`src/rtl/sdram_trk_pkg.sv`:
```
package sdram_trk_pkg;
    typedef enum logic [2:0] {
        CMD_NOP = 3'd0,
        CMD_ACT = 3'd1,
        CMD_RD  = 3'd2,
        CMD_WR  = 3'd3,
        CMD_PRE = 3'd4,
        CMD_MRS = 3'd5
    } cmd_e;

    typedef enum logic [1:0] {
        BK_IDLE    = 2'd0,
        BK_OPEN    = 2'd1,
        BK_APBURST = 2'd2,
        BK_PRECH   = 2'd3
    } bank_st_e;
endpackage

```
`src/rtl/sdram_trk_bank.sv`:
```
module sdram_trk_bank
    import sdram_trk_pkg::*;
#(
    parameter int T_RP  = 3,
    parameter int CNT_W = 4
) (
    input  logic             clk,
    input  logic             rst_n,
    input  logic             act_i,
    input  logic             pre_i,
    input  logic             rd_i,
    input  logic             wr_i,
    input  logic             ap_i,
    input  logic             cut_i,
    input  logic [CNT_W-1:0] rd_len_i,
    input  logic [CNT_W-1:0] wr_len_i,
    output bank_st_e         state_o,
    output logic             ready_o
);
    localparam logic [CNT_W-1:0] RP_CNT = CNT_W'(T_RP);

    typedef struct packed {
        bank_st_e         st;
        logic [CNT_W-1:0] cnt;
        logic             is_rd;
    } bk_t;

    bk_t bk_d, bk_q;

    always_comb begin
        bk_d = bk_q;
        case (bk_q.st)
            BK_APBURST: begin
                if (bk_q.cnt == CNT_W'(1)) begin
                    bk_d.st  = BK_PRECH;
                    bk_d.cnt = RP_CNT;
                end else begin
                    bk_d.cnt = bk_q.cnt - CNT_W'(1);
                end
            end
            BK_PRECH: begin
                if (bk_q.cnt == CNT_W'(1)) begin
                    bk_d.st  = BK_IDLE;
                    bk_d.cnt = '0;
                end else begin
                    bk_d.cnt = bk_q.cnt - CNT_W'(1);
                end
            end
            default: ;
        endcase
        if (act_i && bk_q.st == BK_IDLE) begin
            bk_d.st = BK_OPEN;
        end
        if (pre_i && bk_q.st == BK_OPEN) begin
            bk_d.st  = BK_PRECH;
            bk_d.cnt = RP_CNT;
        end
        if (rd_i && ap_i) begin
            bk_d.st    = BK_APBURST;
            bk_d.cnt   = rd_len_i;
            bk_d.is_rd = 1'b1;
        end
        if (wr_i && ap_i) begin
            bk_d.st    = BK_APBURST;
            bk_d.cnt   = wr_len_i;
            bk_d.is_rd = 1'b0;
        end
        if (cut_i && bk_q.st == BK_APBURST && bk_q.is_rd) begin
            bk_d.st  = BK_PRECH;
            bk_d.cnt = RP_CNT;
        end
    end

    always_ff @(posedge clk) begin
        if (!rst_n) begin
            bk_q <= '{st: BK_IDLE, cnt: '0, is_rd: 1'b0};
        end else begin
            bk_q <= bk_d;
        end
    end

    assign state_o = bk_q.st;
    assign ready_o = (bk_q.st == BK_IDLE);

    // a cut read burst starts precharging on the cutting edge
    assert_cut_prech_R8: assert property (@(posedge clk) disable iff (!rst_n)
        (cut_i && state_o == BK_APBURST && bk_q.is_rd) |=> state_o == BK_PRECH);
    // precharging never jumps straight to open
    assert_prech_not_open_R2: assert property (@(posedge clk) disable iff (!rst_n)
        (state_o == BK_PRECH) |=> state_o != BK_OPEN);
    // accepted read with auto precharge enters the burst state
    assert_rdap_burst_R3: assert property (@(posedge clk) disable iff (!rst_n)
        (rd_i && ap_i) |=> state_o == BK_APBURST);
endmodule

```
`src/rtl/sdram_trk_rdpipe.sv`:
```
module sdram_trk_rdpipe #(
    parameter int BL_W = 4
) (
    input  logic            clk,
    input  logic            rst_n,
    input  logic            rd_i,
    input  logic            wr_i,
    input  logic            cl3_i,
    input  logic [BL_W-1:0] bl_i,
    output logic            valid_o,
    output logic            dqm_o
);
    localparam int PIPE_D = 3;

    typedef struct packed {
        logic [PIPE_D-1:0] pipe;
        logic [BL_W-1:0]   left;
    } rp_t;

    rp_t rp_d, rp_q;
    logic load;

    always_comb begin
        rp_d = rp_q;
        load = cl3_i ? rp_q.pipe[2] : rp_q.pipe[1];
        rp_d.pipe = {rp_q.pipe[PIPE_D-2:0], rd_i};
        if (load) begin
            rp_d.left = bl_i;
        end else if (rp_q.left != '0) begin
            rp_d.left = rp_q.left - BL_W'(1);
        end
        if (wr_i) begin
            rp_d.pipe = '0;
            rp_d.left = '0;
        end
    end

    always_ff @(posedge clk) begin
        if (!rst_n) begin
            rp_q <= '0;
        end else begin
            rp_q <= rp_d;
        end
    end

    assign valid_o = (rp_q.left != '0);
    assign dqm_o   = (rp_q.left > BL_W'(1)) | rp_q.pipe[0] | rp_q.pipe[1]
                   | (cl3_i & rp_q.pipe[2]);

    // a write empties the read data path
    assert_wr_flush_R9: assert property (@(posedge clk) disable iff (!rst_n)
        wr_i |=> (!valid_o && !dqm_o));
    // data on the bus next cycle implies the mask request now
    assert_dqm_lead_R10: assert property (@(posedge clk) disable iff (!rst_n)
        (!wr_i && !rd_i && dqm_o == 1'b0) |=> !valid_o);
endmodule

```
`src/rtl/sdram_bank_tracker.sv`:
```
module sdram_bank_tracker
    import sdram_trk_pkg::*;
#(
    parameter int NUM_BANKS = 4,
    parameter int T_RP      = 3,
    parameter int T_DPL     = 2,
    parameter int MAX_BL    = 8
) (
    input  logic                   clk,
    input  logic                   rst_n,
    input  logic [2:0]             cmd_i,
    input  logic [1:0]             bank_i,
    input  logic                   ap_i,
    input  logic                   mrs_wbm_i,
    input  logic [1:0]             mrs_bl_i,
    input  logic                   mrs_cl3_i,
    output logic [2*NUM_BANKS-1:0] bank_state_o,
    output logic [NUM_BANKS-1:0]   bank_ready_o,
    output logic                   rd_valid_o,
    output logic                   dqm_req_o,
    output logic                   proto_err_o
);
    localparam int BANK_W = 2;
    localparam int CNT_W  = $clog2(MAX_BL + T_DPL + T_RP + 1);
    localparam int BL_W   = $clog2(MAX_BL + 1);

    typedef struct packed {
        logic       cl3;
        logic [1:0] bl_code;
        logic       wbm;
        logic       err;
    } top_t;

    top_t top_d, top_q;
    cmd_e cmd;
    logic is_act, is_pre, is_rd, is_wr, is_mrs, acc;
    logic [BL_W-1:0]  bl_cnt;
    logic [CNT_W-1:0] rd_len, wr_len;
    bank_st_e bk_st [NUM_BANKS];

    always_comb begin
        cmd    = cmd_e'(cmd_i);
        is_act = (cmd == CMD_ACT);
        is_pre = (cmd == CMD_PRE);
        is_rd  = (cmd == CMD_RD);
        is_wr  = (cmd == CMD_WR);
        is_mrs = (cmd == CMD_MRS);
        acc    = (is_rd || is_wr) && (bk_st[bank_i] == BK_OPEN);
        bl_cnt = BL_W'(1) << top_q.bl_code;
        rd_len = CNT_W'(bl_cnt);
        wr_len = (top_q.wbm ? CNT_W'(1) : CNT_W'(bl_cnt)) + CNT_W'(T_DPL);

        top_d     = top_q;
        top_d.err = (is_rd || is_wr) && !acc;
        if (is_mrs) begin
            top_d.cl3     = mrs_cl3_i;
            top_d.bl_code = mrs_bl_i;
            top_d.wbm     = mrs_wbm_i;
        end
    end

    always_ff @(posedge clk) begin
        if (!rst_n) begin
            top_q <= '{cl3: 1'b1, bl_code: 2'd2, wbm: 1'b0, err: 1'b0};
        end else begin
            top_q <= top_d;
        end
    end

    for (genvar g = 0; g < NUM_BANKS; g++) begin : g_bank
        logic sel;
        assign sel = (bank_i == BANK_W'(g));
        sdram_trk_bank #(.T_RP(T_RP), .CNT_W(CNT_W)) u_bank (
            .clk      (clk),
            .rst_n    (rst_n),
            .act_i    (is_act && sel),
            .pre_i    (is_pre && sel),
            .rd_i     (is_rd && acc && sel),
            .wr_i     (is_wr && acc && sel),
            .ap_i     (ap_i),
            .cut_i    (acc && !sel),
            .rd_len_i (rd_len),
            .wr_len_i (wr_len),
            .state_o  (bk_st[g]),
            .ready_o  (bank_ready_o[g])
        );
        assign bank_state_o[2*g +: 2] = bk_st[g];
    end

    sdram_trk_rdpipe #(.BL_W(BL_W)) u_rdpipe (
        .clk     (clk),
        .rst_n   (rst_n),
        .rd_i    (is_rd && acc),
        .wr_i    (is_wr && acc),
        .cl3_i   (top_q.cl3),
        .bl_i    (bl_cnt),
        .valid_o (rd_valid_o),
        .dqm_o   (dqm_req_o)
    );

    assign proto_err_o = top_q.err;

    // an access to a closed bank flags an error next cycle
    assert_closed_err_R11: assert property (@(posedge clk) disable iff (!rst_n)
        ((is_rd || is_wr) && bk_st[bank_i] == BK_IDLE) |=> proto_err_o);
    // the closed idle bank stays idle
    assert_closed_keep_R11: assert property (@(posedge clk) disable iff (!rst_n)
        ((is_rd || is_wr) && bk_st[bank_i] == BK_IDLE) |=> bk_st[$past(bank_i)] == BK_IDLE);
endmodule

```
`config.mk`:
```
export PLATFORM = sky130hd
export DESIGN_NAME = sdram_bank_tracker
export DESIGN_NICKNAME = d
export VERILOG_FILES = /design/src/rtl/sdram_trk_pkg.sv /design/src/rtl/sdram_trk_bank.sv /design/src/rtl/sdram_trk_rdpipe.sv /design/src/rtl/sdram_bank_tracker.sv
export SDC_FILE = /design/constraint.sdc
export NUM_CORES = 1
export LEC_CHECK = 0
export BUFFER_PORTS_ARGS = -buffer_cell sky130_fd_sc_hd__clkbuf_2
export CAP_MARGIN = 0
export CORE_MARGIN = 1
export CORE_UTILIZATION = 61
export DETAILED_ROUTE_END_ITERATION = 8
export GPL_ROUTABILITY_DRIVEN = 1
export PLACE_DENSITY = 0.81
export SYNTH_ARGS = -nofsm -noshare
export SYNTH_HDL_FRONTEND = slang
export SYNTH_HIERARCHICAL = 1
export SYNTH_SLANG_ARGS = --single-unit
```
`constraint.sdc`:
```
create_clock -name clk -period 3.1 [get_ports clk]
set_clock_uncertainty 0.15 [all_clocks]
set_input_delay 0.775 -clock clk [delete_from_list [all_inputs] [get_ports clk]]
set_output_delay 0.775 -clock clk [all_outputs]
set_load 0.05 [all_outputs]
```
==> results.md <==
- Post-route ant nets: 0
- Avg WL per Cell: approximately 15 um
- Cell variety after synth: between 50 and 60
- Chip width: between 70 and 80 um
- Top cells by area, synth: dfxtp_1 25%, buf_6 6.0%, a21oi_1 5.3%, nor2_1 4.7%, ha_1 4.3%
- Clock power share: 0.262
- Clock Latency Late Sink: 0.30 ns
- Total routed wirelength: slightly above 7000 um
- Drt first pass iters: 5
- Period utilization: 0.860
- Min-Delay Path Class: reg -> reg
- Pleak: approximately 1.3 nW
- CTS tree: built
- Syn avg cell area: 8.07 sq um
- Ant diodes: 0
- Synthesized flop and latch total: 40
- Switching part of the total: 0.349
- Met3 usage: 0.0461
- Chip Height: 74.6 um
- EDFF count, synth: 0
- CP required: approximately 3.2 ns
- Drt drc: 0
- Setup Viol. Count Final: 0
- Cells after Synth: between 300 and 400
- Area of the die: 5560 sq um
- Vias: about 3000
- Worst setup margin: about 0.43 ns
- Sequential power share: 0.445
- Initial DRC count: ~180
- Hold violation count in the final report: 0
- Logic pwr share: 0.293
- Internal power component: approximately 0.83 mW
- Detailed Place HPWL: 5370 um
- Hold_buf cts: 0
- Fill count: roughly 460
- Outcome: completed
- Psw: 0.443 mW
- Ys async rst share: 0
- Max cap viols: 0
- Arr. time, crit path: 2.71 ns
- Max rail drop VDD: 0.000289 V
- Largest net degree at the start of global routing: 30
- Slew at the pin with the worst max-slew slack: 0.635 ns
- Seq. cell area: roughly 800 sq um
- Fin area: 3320 sq um
- PD cells: approximately 380 nW/um^2
- Worst-path clk slew: 0.08 ns
- FMAX: roughly 380 MHz
- Fin crit period: 2.67 ns
- Mapped Area: around 3200 sq um
- Initial antenna violation count: 0
- GRT overflow: 0
- Tot Pwr: between 1 and 1.5 mW
- Top cells by count, synth: 40 x dfxtp_1, 40 x nor2_1, 34 x a21oi_1
- IO Pins: 27
- Core Area: around 5100 sq um
- Critical-path maximum fanout: 9
- First-pass GRT wire length: about 12000 um
- Area leader, netlist: dfxtp_1
- Total CTS buffers: 5
- Setup_tns: 0 ns
- Post-CTS setup buffers: 0
- Clk buf depth: 2
- # rows: 26
- Worst slack at placement: between 0.15 and 0.2 ns
- Post-placement cell area: 3240 sq um
- Clock sinks: 40
- Relative slew slack: 0.577
- Top_reg_cell synth: dfxtp_1
- Via-to-Cell Ratio: 6.20
- GRT Overall Usage: 0.282
- Final nets: approximately 440
- Critical path class: in -> reg
- CTS root buffer: clkbuf_8
- CP Capture Type: register
- Layout area overhead: 3.47%
- Crit path launch type: input pin
- RSZ-0062 raised after global routing: false
- Placer Congestion: approximately 0.96
- Htree depth: 2
- Grt met1 use: 0.388
- Fin. max-slew vios: 0
- Post-CTS sizing: 0
- Effective utilization at floorplan: 0.633
- Gr busiest metal: met2
- Top cell type's share of synthesized area: 0.249
- WHS: around 0.34 ns
- Vias in the first global route: approximately 2600
- Met2 Use GR: 0.420
- Layout cells sized above 1: 0.178
- Sequential area share after synthesis: 0.249
- Synth warn: 6
- Multi-input gate area: just over 2000 sq um
- Number of port buffers: 26
- Post-synth net total: 421
==> stage by stage <==
step / util / instances
global route: 0.655 / 485
finish: 0.655 / 485
detailed placement: 0.639 / 478
global placement: 0.639 / 478
floorplan: - / 398
CTS: 0.655 / 485
==> worst paths after layout <==
| check | slack [ns] | to | startpoint | cells after the start |
|---|---|---|---|---|
| worst max-delay path | 0.43 | g_bank[3].u_bank/bk_q[4]$_SDFFE_PP0P_ | bank_i[0] | 8 |
| worst min-delay path | 0.34 | u_rdpipe/rp_q[6]$_SDFF_PP0_ | u_rdpipe/rp_q[5]$_SDFF_PP0_ | 2 |
| worst max register to register | 0.54 | g_bank[3].u_bank/bk_q[4]$_SDFFE_PP0P_ | g_bank[1].u_bank/state_o[0]$_SDFFE_PN0P_ | 7 |
| worst min register to register | 0.34 | u_rdpipe/rp_q[6]$_SDFF_PP0_ | u_rdpipe/rp_q[5]$_SDFF_PP0_ | 2 |
==> cell families (layout without fill, tap and decap cells) <==
group | Yosys count | after routing | synth area share
simple gates | 142 | 142 | 0.247
compound gates | 132 | 132 | 0.291
buf+inv | 57 | 74 | 0.120
flops | 40 | 40 | 0.249
fa+ha+maj | 11 | 11 | 0.0429
xor+xnor | 11 | 11 | 0.0323
mux | 5 | 5 | 0.0160
==> area by class of cell <==
type	count	share of cell area
clock inverter	1	0.00151
multi-input combinational	301	0.609
tap	70	0.0264
timing repair buffer	39	0.0685
inverter	28	0.0316
clock buffer	6	0.0218
sequential	40	0.241
==> per-layer routing <==
metal	share of wire	vias to the layer above
met5	0	-
met3	0.062	19
met4	0.029	0
met1	0.47	1397
met2	0.44	110
li1	-	1481
==> worst max-delay path, cell delays in order <==
cell and delay (ns):
clkbuf_2 0.15, or4b_4 0.59, and2_1 0.20, a21oi_1 0.22, and4b_1 0.28, a211oi_2 0.08
a32o_1 0.24, a31o_1 0.17
==> sequential cells by signal, summed over array words and instances, names as in the netlist <==
signal                 flops
proto_err_o                1
g_bank.u_bank/bk_q        20
g_bank.u_bank/state_o      8
top_q                      4
u_rdpipe/rp_q              7
==> layout by cell type, fill, tap and decap left out, types with 9 or more instances in the layout <==
cell      synthesis  final
ha_1             11     11
a21oi_1          34     34
o22ai_1          12     12
a31oi_1          16     16
nor3_1           11     11
nand2_1          32     32
clkbuf_2          0     26
dfxtp_1          40     40
buf_4            12     13
inv_1            28     28
o21ai_0          13     13
nor2b_1           9      9
nor2_1           40     40
==> power by group through the flow <==
stage          clock [mW]  sequential [mW]  combinational (mW)
4_1_cts             0.338            0.565               0.370
3_3_place_gp            0            0.576               0.363
5_1_grt             0.359            0.570               0.407
2_1_floorplan           0            0.571               0.328
3_5_place_dp            0            0.577               0.369
6_report            0.332            0.565               0.372
Note: power is estimated with default switching activity, not from simulation.
